### config.mk
export PLATFORM = sky130hd
export DESIGN_NAME = evirq_ctrl
export DESIGN_NICKNAME = d
export VERILOG_FILES = /design/src/rtl/evirq_pkg.sv /design/src/rtl/evirq_status.sv /design/src/rtl/evirq_regport.sv /design/src/rtl/evirq_line.sv /design/src/rtl/evirq_ctrl.sv
export SDC_FILE = /design/constraint.sdc
export NUM_CORES = 1
export LEC_CHECK = 0
export BUFFER_PORTS_ARGS = -buffer_cell sky130_fd_sc_hd__buf_4
export CAP_MARGIN = 20
export CELL_PAD_IN_SITES_DETAIL_PLACEMENT = 0
export CELL_PAD_IN_SITES_GLOBAL_PLACEMENT = 1
export CORE_UTILIZATION = 35
export DETAILED_ROUTE_END_ITERATION = 8
export MAX_ROUTING_LAYER = met4
export PLACE_DENSITY_LB_ADDON = 0.1
export SKIP_CTS_REPAIR_TIMING = 1
export SLEW_MARGIN = 20
export SYNTH_ARGS = -nofsm -noshare
export SYNTH_HDL_FRONTEND = slang
export SYNTH_SLANG_ARGS = --single-unit
### constraint.sdc
create_clock -name clk -period 1.86 [get_ports clk]
set_clock_uncertainty 0.2 [all_clocks]
set_input_delay 0.465 -clock clk [delete_from_list [all_inputs] [get_ports clk]]
set_output_delay 0.465 -clock clk [all_outputs]
set_load 0.005 [all_outputs]
### src/rtl/evirq_pkg.sv
package evirq_pkg;

    // Which register an access selects
    typedef enum logic [1:0] {
        SEL_NONE   = 2'd0,
        SEL_STATUS = 2'd1,
        SEL_MASK   = 2'd2
    } evirq_sel_e;

    localparam int unsigned PENDING_ADDR_DEF = 10;
    localparam int unsigned MASK_ADDR_DEF    = 11;

endpackage

### src/rtl/evirq_status.sv
module evirq_status #(
    parameter int unsigned NUM_SRC = 8
) (
    input  logic               clk,
    input  logic               rst_n,
    input  logic [NUM_SRC-1:0] evt_i,
    input  logic               ack_wr_i,
    input  logic [NUM_SRC-1:0] ack_keep_i,
    output logic [NUM_SRC-1:0] pend_q_o
);

    typedef struct packed {
        logic [NUM_SRC-1:0] pend;
    } st_t;

    st_t st_d, st_q;

    always_comb begin
        st_d = st_q;
        for (int i = 0; i < NUM_SRC; i++) begin
            // a zero in the acknowledge write drops the bit; a new event wins
            if (ack_wr_i && !ack_keep_i[i])
                st_d.pend[i] = 1'b0;
            if (evt_i[i])
                st_d.pend[i] = 1'b1;
        end
    end

    always_ff @(posedge clk or negedge rst_n) begin
        if (!rst_n) st_q <= '0;
        else        st_q <= st_d;
    end

    assign pend_q_o = st_q.pend;

    for (genvar g = 0; g < NUM_SRC; g++) begin : g_bit_chk

        evt_sets_chk: assert property (@(posedge clk) disable iff (!rst_n)
            evt_i[g] |=> pend_q_o[g]);

        keep_one_chk: assert property (@(posedge clk) disable iff (!rst_n)
            (ack_wr_i && ack_keep_i[g] && pend_q_o[g]) |=> pend_q_o[g]);

        rise_needs_evt_chk: assert property (@(posedge clk) disable iff (!rst_n)
            $rose(pend_q_o[g]) |-> $past(evt_i[g]));
    end

endmodule

### src/rtl/evirq_regport.sv
module evirq_regport
    import evirq_pkg::*;
#(
    parameter int unsigned NUM_SRC    = 8,
    parameter int unsigned ADDR_W     = 8,
    parameter int unsigned DATA_W     = 8,
    parameter int unsigned PEND_ADDR  = PENDING_ADDR_DEF,
    parameter int unsigned MASK_ADDR  = MASK_ADDR_DEF
) (
    input  logic               clk,
    input  logic               rst_n,
    input  logic               wr_i,
    input  logic [ADDR_W-1:0]  addr_i,
    input  logic [DATA_W-1:0]  wdata_i,
    input  logic [NUM_SRC-1:0] pend_i,
    output logic [NUM_SRC-1:0] mask_q_o,
    output logic               ack_wr_o,
    output logic [NUM_SRC-1:0] ack_keep_o,
    output logic [DATA_W-1:0]  rdata_o
);

    localparam logic [ADDR_W-1:0] PEND_A = ADDR_W'(PEND_ADDR);
    localparam logic [ADDR_W-1:0] MASK_A = ADDR_W'(MASK_ADDR);

    typedef struct packed {
        logic [NUM_SRC-1:0] mask;
    } rp_t;

    rp_t        rp_d, rp_q;
    evirq_sel_e sel;

    always_comb begin
        if (addr_i == PEND_A)      sel = SEL_STATUS;
        else if (addr_i == MASK_A) sel = SEL_MASK;
        else                       sel = SEL_NONE;
    end

    always_comb begin
        rp_d = rp_q;
        if (wr_i && sel == SEL_MASK)
            rp_d.mask = wdata_i[NUM_SRC-1:0];
    end

    always_ff @(posedge clk or negedge rst_n) begin
        if (!rst_n) rp_q <= '0;
        else        rp_q <= rp_d;
    end

    always_comb begin
        case (sel)
            SEL_STATUS: rdata_o = DATA_W'(pend_i);
            SEL_MASK:   rdata_o = DATA_W'(rp_q.mask);
            default:    rdata_o = '0;
        endcase
    end

    assign mask_q_o   = rp_q.mask;
    assign ack_wr_o   = wr_i && (sel == SEL_STATUS);
    assign ack_keep_o = wdata_i[NUM_SRC-1:0];


    other_addr_mask_chk: assert property (@(posedge clk) disable iff (!rst_n)
        (wr_i && addr_i != MASK_A) |=> $stable(mask_q_o));


    mask_load_chk: assert property (@(posedge clk) disable iff (!rst_n)
        (wr_i && addr_i == MASK_A) |=> mask_q_o == $past(wdata_i[NUM_SRC-1:0]));

endmodule

### src/rtl/evirq_line.sv
module evirq_line #(
    parameter int unsigned NUM_SRC = 8
) (
    input  logic               clk,
    input  logic               rst_n,
    input  logic [NUM_SRC-1:0] pend_i,
    input  logic [NUM_SRC-1:0] mask_i,
    output logic               irq_n_o
);

    typedef struct packed {
        logic irq_n;
    } ln_t;

    ln_t ln_d, ln_q;

    always_comb begin
        ln_d       = ln_q;
        ln_d.irq_n = ~|(pend_i & mask_i);
    end

    always_ff @(posedge clk or negedge rst_n) begin
        if (!rst_n) ln_q <= '{irq_n: 1'b1};
        else        ln_q <= ln_d;
    end

    assign irq_n_o = ln_q.irq_n;


    line_low_chk: assert property (@(posedge clk) disable iff (!rst_n)
        ((pend_i & mask_i) != '0) |=> !irq_n_o);


    line_high_chk: assert property (@(posedge clk) disable iff (!rst_n)
        ((pend_i & mask_i) == '0) |=> irq_n_o);

endmodule

### src/rtl/evirq_ctrl.sv
module evirq_ctrl
    import evirq_pkg::*;
#(
    parameter int unsigned NUM_SRC   = 8,
    parameter int unsigned ADDR_W    = 8,
    parameter int unsigned DATA_W    = 8,
    parameter int unsigned PEND_ADDR = PENDING_ADDR_DEF,
    parameter int unsigned MASK_ADDR = MASK_ADDR_DEF
) (
    input  logic               clk,
    input  logic               rst_n,
    input  logic [NUM_SRC-1:0] evt_i,
    input  logic               reg_wr_i,
    input  logic [ADDR_W-1:0]  reg_addr_i,
    input  logic [DATA_W-1:0]  reg_wdata_i,
    output logic [DATA_W-1:0]  reg_rdata_o,
    output logic               irq_n_o
);

    logic [NUM_SRC-1:0] pend_q;
    logic [NUM_SRC-1:0] mask_q;
    logic               ack_wr;
    logic [NUM_SRC-1:0] ack_keep;

    evirq_regport #(
        .NUM_SRC  (NUM_SRC),
        .ADDR_W   (ADDR_W),
        .DATA_W   (DATA_W),
        .PEND_ADDR(PEND_ADDR),
        .MASK_ADDR(MASK_ADDR)
    ) i_regport (
        .clk       (clk),
        .rst_n     (rst_n),
        .wr_i      (reg_wr_i),
        .addr_i    (reg_addr_i),
        .wdata_i   (reg_wdata_i),
        .pend_i    (pend_q),
        .mask_q_o  (mask_q),
        .ack_wr_o  (ack_wr),
        .ack_keep_o(ack_keep),
        .rdata_o   (reg_rdata_o)
    );

    evirq_status #(
        .NUM_SRC(NUM_SRC)
    ) i_status (
        .clk       (clk),
        .rst_n     (rst_n),
        .evt_i     (evt_i),
        .ack_wr_i  (ack_wr),
        .ack_keep_i(ack_keep),
        .pend_q_o  (pend_q)
    );

    evirq_line #(
        .NUM_SRC(NUM_SRC)
    ) i_line (
        .clk    (clk),
        .rst_n  (rst_n),
        .pend_i (pend_q),
        .mask_i (mask_q),
        .irq_n_o(irq_n_o)
    );

    initial begin

        src_fit_chk: assert (NUM_SRC >= 1 && NUM_SRC <= DATA_W);
    end

endmodule

# == After elaboration in Yosys (flattened, before gate mapping) ==
# Cells that the tools add are included.
# word_totals
regBits,17
inputBits,27
output_inout_bits,9
word_cells,62
# classes
eq_ne,4
mux,19
bitwise_logic,1
reduce_logical,28
# op_table
op,count
$eq 8x4->1 const B,2
$mux 1,16
$pmux 8 s2,1
$reduce_bool 2->1,8
$logic_and 1x1->1,10
$logic_not 1->1,9
$and 8x8->8,1
$reduce_or 8->1,1
$mux 2,2
$eq 2x1->1 const B,1
$eq 2x2->1 const B,1

# == Logic depth before layout (Yosys ltp) ==
# Gate-level depths: netlist of run 1.
# depth
ltp_word,8
ltp_mapped,4
ltp_nobuf,3

# == Hierarchy ==
# Synthesis of run 1 repeated with hierarchy kept, for this count alone.
# unflattened
hier_cells,76
hier_area_um2,909.6
# modules_own_cells
mod,n_inst,cells_each,area_per_inst_um2,seq_area_each_um2
evirq_regport,1,46,534.3,200.2
evirq_status,1,24,310.3,200.2
evirq_line,1,6,65.1,26.3

# == Worst setup path after synthesis of run 1 ==
# Ideal clock, no wire load.
# synth_timing
path_kind,in2out
from,input reg_addr_i[7]
to,output reg_rdata_o[4]
t_arrival_ns,1.264
required_ns,1.195
setup_slack_ns,-0.069
stages,4
n_path_buf,1
path_cell_list,nor3b_4 buf_2 nand3_1 a21oi_1
# synth_via
elab_chain_cells,5
elab_cells_between_ends,7
cone_classes,4 x eq/ne; 3 x mux
# synth_lines
item,line_no,text
"start, declared",evirq_ctrl.sv:14,"input logic [ADDR_W-1:0] reg_addr_i,"
$eq 8x4->1,evirq_regport.sv:34,else if (addr_i == MASK_A) sel = SEL_MASK;
$mux 2,evirq_regport.sv:34,
$mux 2 *,evirq_regport.sv:33,if (addr_i == PEND_A) sel = SEL_STATUS;
$eq 2x2->1 or $eq 2x1->1 (tied branches),evirq_regport.sv:50,case (sel)
$pmux 8 s2 *,evirq_regport.sv:50,
"end, declared",evirq_ctrl.sv:16,"output logic [DATA_W-1:0] reg_rdata_o,"
# Every way passes the cells marked *; elsewhere a longest branch is shown, timed or not.

# == Worst setup path in the final report of run 1 ==
# Same ends and word-level chain as after synthesis.

==> results of run 1 <==
==> flip-flops by register name (all words and copies together), names as in the netlist <==
name                count
i_regport.mask_q_o      8
i_status.pend_q_o       8
i_line.irq_n_o          1
==> worst max-delay path: cells and delay by family <==
| kind | cells | cell delay, ns |
|---|---|---|
| and+or+nand+nor | 2 | 0.27 |
| buffers and inverters | 4 | 0.50 |
| AOI/OAI and AO/OA | 1 | 0.14 |
==> worst min-delay path by stage <==
stage / startpoint / endpoint / slack, ns / cells after the start
floorplan: rst_n / i_regport.mask_q_o[0] / -0.03 / 0
global placement: rst_n / i_status.pend_q_o[6] / 0.15 / 1
detailed placement: rst_n / i_status.pend_q_o[6] / 0.15 / 1
CTS: rst_n / i_regport.mask_q_o[5] / -0.18 / 1
global route: evt_i[2] / i_status.pend_q_o[2] / 0.12 / 2
finish: evt_i[2] / i_status.pend_q_o[2] / 0.14 / 2
==> power by group <==
part	total [mW]	switching [mW]	internal, mW
sequential	0.397	0.00983	0.388
clock	0.201	0.121	0.0800
combinational	0.152	0.0589	0.0931
==> cell usage in the layout, fill, tap and decap left out, drive strengths merged <==
master,n
buf,50
nand3,17
dfrtp,16
a21oi,8
mux2,8
nand4b,8
a21o,8
clkbuf,5
a22oi,4
nor3b,2
nor3,1
nand2b,1
and4,1
and3b,1
clkinv,1
dlygate4sd3,1
dfstp,1
==> final cells by class <==
type	count	area, um^2
Clock inverter	1	5.00
Tap cell	30	37.5
Timing Repair Buffer	53	459
Fill cell	235	998
Clock buffer	3	22.5
Sequential cell	17	427
Multi-Input combinational cell	59	528
==> cells by family after synthesis <==
kind of cell           after synthesis
AO/OA/AOI/OAI                       20
flip-flops                          17
buffers and inverters                5
AND/OR/NAND/NOR                     31
multiplexers                         8
==> metal layers <==
| layer | up-vias | part of all wire [%] |
|---|---|---|
| li1 | 417 | - |
| met1 | 423 | 42 |
| met2 | 27 | 52 |
| met3 | 2 | 5.0 |
| met4 | 0 | 0.63 |
| met5 | - | 0 |
==> metrics.txt, run 1 <==
syn_area_per_cell 11.2 um^2; Hold Path Class in2reg; Hold Fails Final Rpt 0; Worst setup EP type output port; largest family of logic cells by synthesized area simple AND/OR/NAND/NOR gates; Slew Viols, Final 0; WP data arrival 1.37 ns; setup violators final 8; share of post-route cells with drive strength above 1 61.7%; CP max stage cell nor3b_4; Worst Reg2Reg Path Length in Cells 2; multiplexer share of the synthesized area 9.90%; status complete, but fails checks; first-pass GRT wire length 3.52 mm; register area share after synthesis 46.9%; Async SR Flop Fraction 100%; Clock Root Buffer clkbuf_4; dpl cells 152; DRC 0; P_leak 0.602 nW; Post-Synthesis Net Count 108; slew margin rel. 84.8%; GR met1 Demand/Resource 20.5%; core area 2480 um^2; Worst Tran Pin Value 0.228 ns; # nets final 161; placed inst area 1320 um^2; area delta synth->final 62.6%; Layout Cells excl Fill 163; Max Root-Sink Buffers 2; startpoint types input port; total number of H-tree levels 1; final worst-path cycle share 109%; worst slack, placed -0.179 ns; Area contributors post-synth dfrtp_1 44%, mux2_2 9.9%, nand3_1 8.8%; gpl congestion 0.805; flops & latches, synth 17; unrepaired setup endpoints after global routing yes; clk sinks 17; row cnt 18; Design Area, Final 1480 um^2; Vias/cell 5.33; xor/xnor cell area share of the yosys netlist 0%; met3 Use GR 5.17%; final worst slack -0.174 ns; Power Total 0.750 mW; max cap viols 0; DR WL/cell 14.6 um; Congestion Overflow GR 0; Setup TNS -1.27 ns; Global Route Usage Sum 18.0%; Compound-Gate Fraction of Synth Area 14.3%; post-synthesis adder-cell area fraction 0%; Synth top cells by count 16 x dfrtp_1, 16 x nand3_1; Clk Latency, worst-skew pair 0.29 ns; FF-to-FF setup slack 0.78 ns; final wirelength 2.39 mm; initial antenna violation count 0; vias in the first global route 795; top cell type's share of synthesized area 44.0%; Post-synth EDFFs 0; simple-gate share of the synthesized area 26.3%; Final Critical Period 2.03 ns; minimum hold slack 0.138 ns; CTS buffer count 3; die area 2810 um^2; crit path capture reg_rdata_o[4]; CP Max Fanout 7; I/O pin total 36; Peak VDD IR 0.411 mV; Starting Density 36.7%; Util after Layout 59.7%; grt met2 use 31.2%; Synth Flop Type dfrtp_1; Syn Inst Count 81; I/O Buffers 35; synthesized cell area 910 um^2; failing checks negative setup slack; initial DRC count 15; largest area contributor in the netlist dfrtp_1; CP startpoint reg_addr_i[7]; largest net degree at the start of global routing 25; TritonCTS clock tree built; CTS clk-pin slew, worst paths 0.11 ns; cell repeated most along the worst path buf_6; diodes inserted 0; post-route ant nets 0; Cell variety after synth 16; critical path class in2out; worst path cell trace buf_6 > nor3b_4 > buf_6 > clkbuf_16 > nand3_1 > a21oi_2 > buf_4; Worst R2R Start i_status.pend_q_o[5]; Final HPWL DP 1.64 mm; busiest layer in global routing met2; Max Clock Freq 492 MHz; Worst Path Required 1.19 ns; Yosys warnings 0; total number of vias 869; drt first pass iters 6; reg2reg end i_line.irq_n_o; chip width 53.0 um; max incr delay on CP 0.18 ns; Die Height 53.0 um; pwr/cell area 507 nW/um^2
Note: power is estimated with default switching activity, not from simulation.
==> run 2, diff against run 1 <==
Settings changed: CORE_ASPECT_RATIO set to 1.75.
==> run 2 against run 1 <==
Against the previous run:
- the flow still finishes with violations (negative setup slack)
- design area is 5.2% higher
- global-route usage is 2.5 points higher
- core utilization is 3.5 points higher
- count of clock-buffer cells in the layout is 1 higher
- largest cell class unchanged
- first-iteration DRC count is 73% higher
- routed wire length is 9.9% higher
- sequential power hardly changed
- combinational power is 6% higher
- critical path type unchanged
- clock power is 39% higher
- die area is 0.28% higher
==> metrics.txt, run 2 (synthesized netlist as in run 1, its figures left out) <==
status complete, but fails checks; failing checks negative setup slack; Design Area, Final 1560 um^2; Vias/cell 5.53; Slew Viols, Final 0; max cap viols 0; share of post-route cells with drive strength above 1 65.9%; DR WL/cell 16.3 um; row cnt 24; die area 2810 um^2; Max Clock Freq 483 MHz; CTS clk-pin slew, worst paths 0.07 ns; Clock Root Buffer clkbuf_8; post-route ant nets 0; CP Max Fanout 8; pwr/cell area 540 nW/um^2; diodes inserted 0; critical path class in2out; total number of vias 890; CP startpoint reg_addr_i[7]; Clock power frac 33.4%; placed inst area 1330 um^2; Worst setup EP type output port; Die Height 69.4 um; area delta synth->final 71.0%; startpoint types input port; Max Root-Sink Buffers 2; Switch Pwr 0.203 mW; DRC 0; largest net degree at the start of global routing 24; Sequential Power Share 47.4%; final worst slack -0.210 ns; Util after Layout 63.2%; Starting Density 36.9%; total number of H-tree levels 1; Congestion Overflow GR 0; setup violators final 8; I/O pin total 36; # nets final 163; min-delay src evt_i[6]; commonest non-fill, non-tap cell in the layout buf_4; commonest non-fill, non-tap cells in the layout 47 x buf_4, 16 x dfrtp_1; chip width 40.5 um; Worst Path Required 1.19 ns; unrepaired setup endpoints after global routing yes; Worst R2R Start i_regport.mask_q_o[4]; Global Route Usage Sum 20.5%; Hold Fails Final Rpt 0; P_leak 0.620 nW; combinational share of power 19.2%; vias in the first global route 842; first-pass GRT wire length 3.86 mm; initial DRC count 26; switch share 24.2%; drt first pass iters 4; CTS buffer count 3; Worst Tran Pin Value 0.226 ns; Peak VDD IR 0.376 mV; I/O Buffers 35; gpl congestion 0.712; Final HPWL DP 1.76 mm; slew margin rel. 84.9%; Hold Path Class in2reg; initial antenna violation count 0; Internal 0.637 mW; Clk Latency, worst-skew pair 0.26 ns; WP data arrival 1.41 ns; final worst-path cycle share 111%; core area 2460 um^2; worst slack, placed -0.189 ns; Final Critical Period 2.07 ns; clk sinks 17; TritonCTS clock tree built; final wirelength 2.62 mm
[run 2: metrics by stage]
stage                     power, mW  setup TNS (ns)  hold WS, ns  std cells
after floorplan               0.450          -0.173      -0.0306         81
after global placement        0.535           -1.18        0.144        150
after detailed placement      0.538           -1.42        0.142        150
after CTS                     0.821           -1.27       -0.138        154
after global routing          0.879           -1.97        0.176        161
final                         0.840           -1.55        0.180        161
[run 2: worst max-delay path, cell delays in order]
cell       delay [ns]
buf_6            0.09
nor3b_4          0.22
buf_6            0.15
clkbuf_16        0.15
nand3_2          0.08
a21oi_2          0.14
buf_4            0.12
[run 2: path summary, 6_finish.rpt]
| kind | slack [ns] | end | cells past startpoint |
|---|---|---|---|
| min in group asynchronous | 0.41 | i_status.pend_q_o[2] | 2 |
| worst min register to register | 0.32 | i_status.pend_q_o[6] | 1 |
| worst min-delay path | 0.18 | i_status.pend_q_o[6] | 2 |
| max in group asynchronous | 0.80 | i_line.irq_n_o | 2 |
| worst max-delay path | -0.21 | reg_rdata_o[7] | 7 |
| worst max register to register | 0.73 | i_line.irq_n_o | 2 |
[run 2: routing by layer]
| layer | share of wire [%] | track usage [%] |
|---|---|---|
| met2 | 54 | 30.5 |
| met1 | 40 | 25.4 |
| met5 | 0 | - |
| met3 | 3.4 | 2.56 |
| met4 | 2.3 | 11.9 |
[run 2: cell type report]
cell class / count / area [um^2]
timing repair buffer: 55 / 478
fill: 218 / 907
clock buffer: 4 / 45.0
sequential: 17 / 427
tap: 26 / 32.5
multi-input combinational: 59 / 573
[run 2: power by group through the flow]
stage	combinational (mW)	sequential, mW	clock (mW)
floorplan	0.0479	0.402	0
global placement	0.133	0.402	0
detailed placement	0.136	0.402	0
CTS	0.137	0.395	0.289
global route	0.176	0.400	0.303
finish	0.161	0.398	0.280
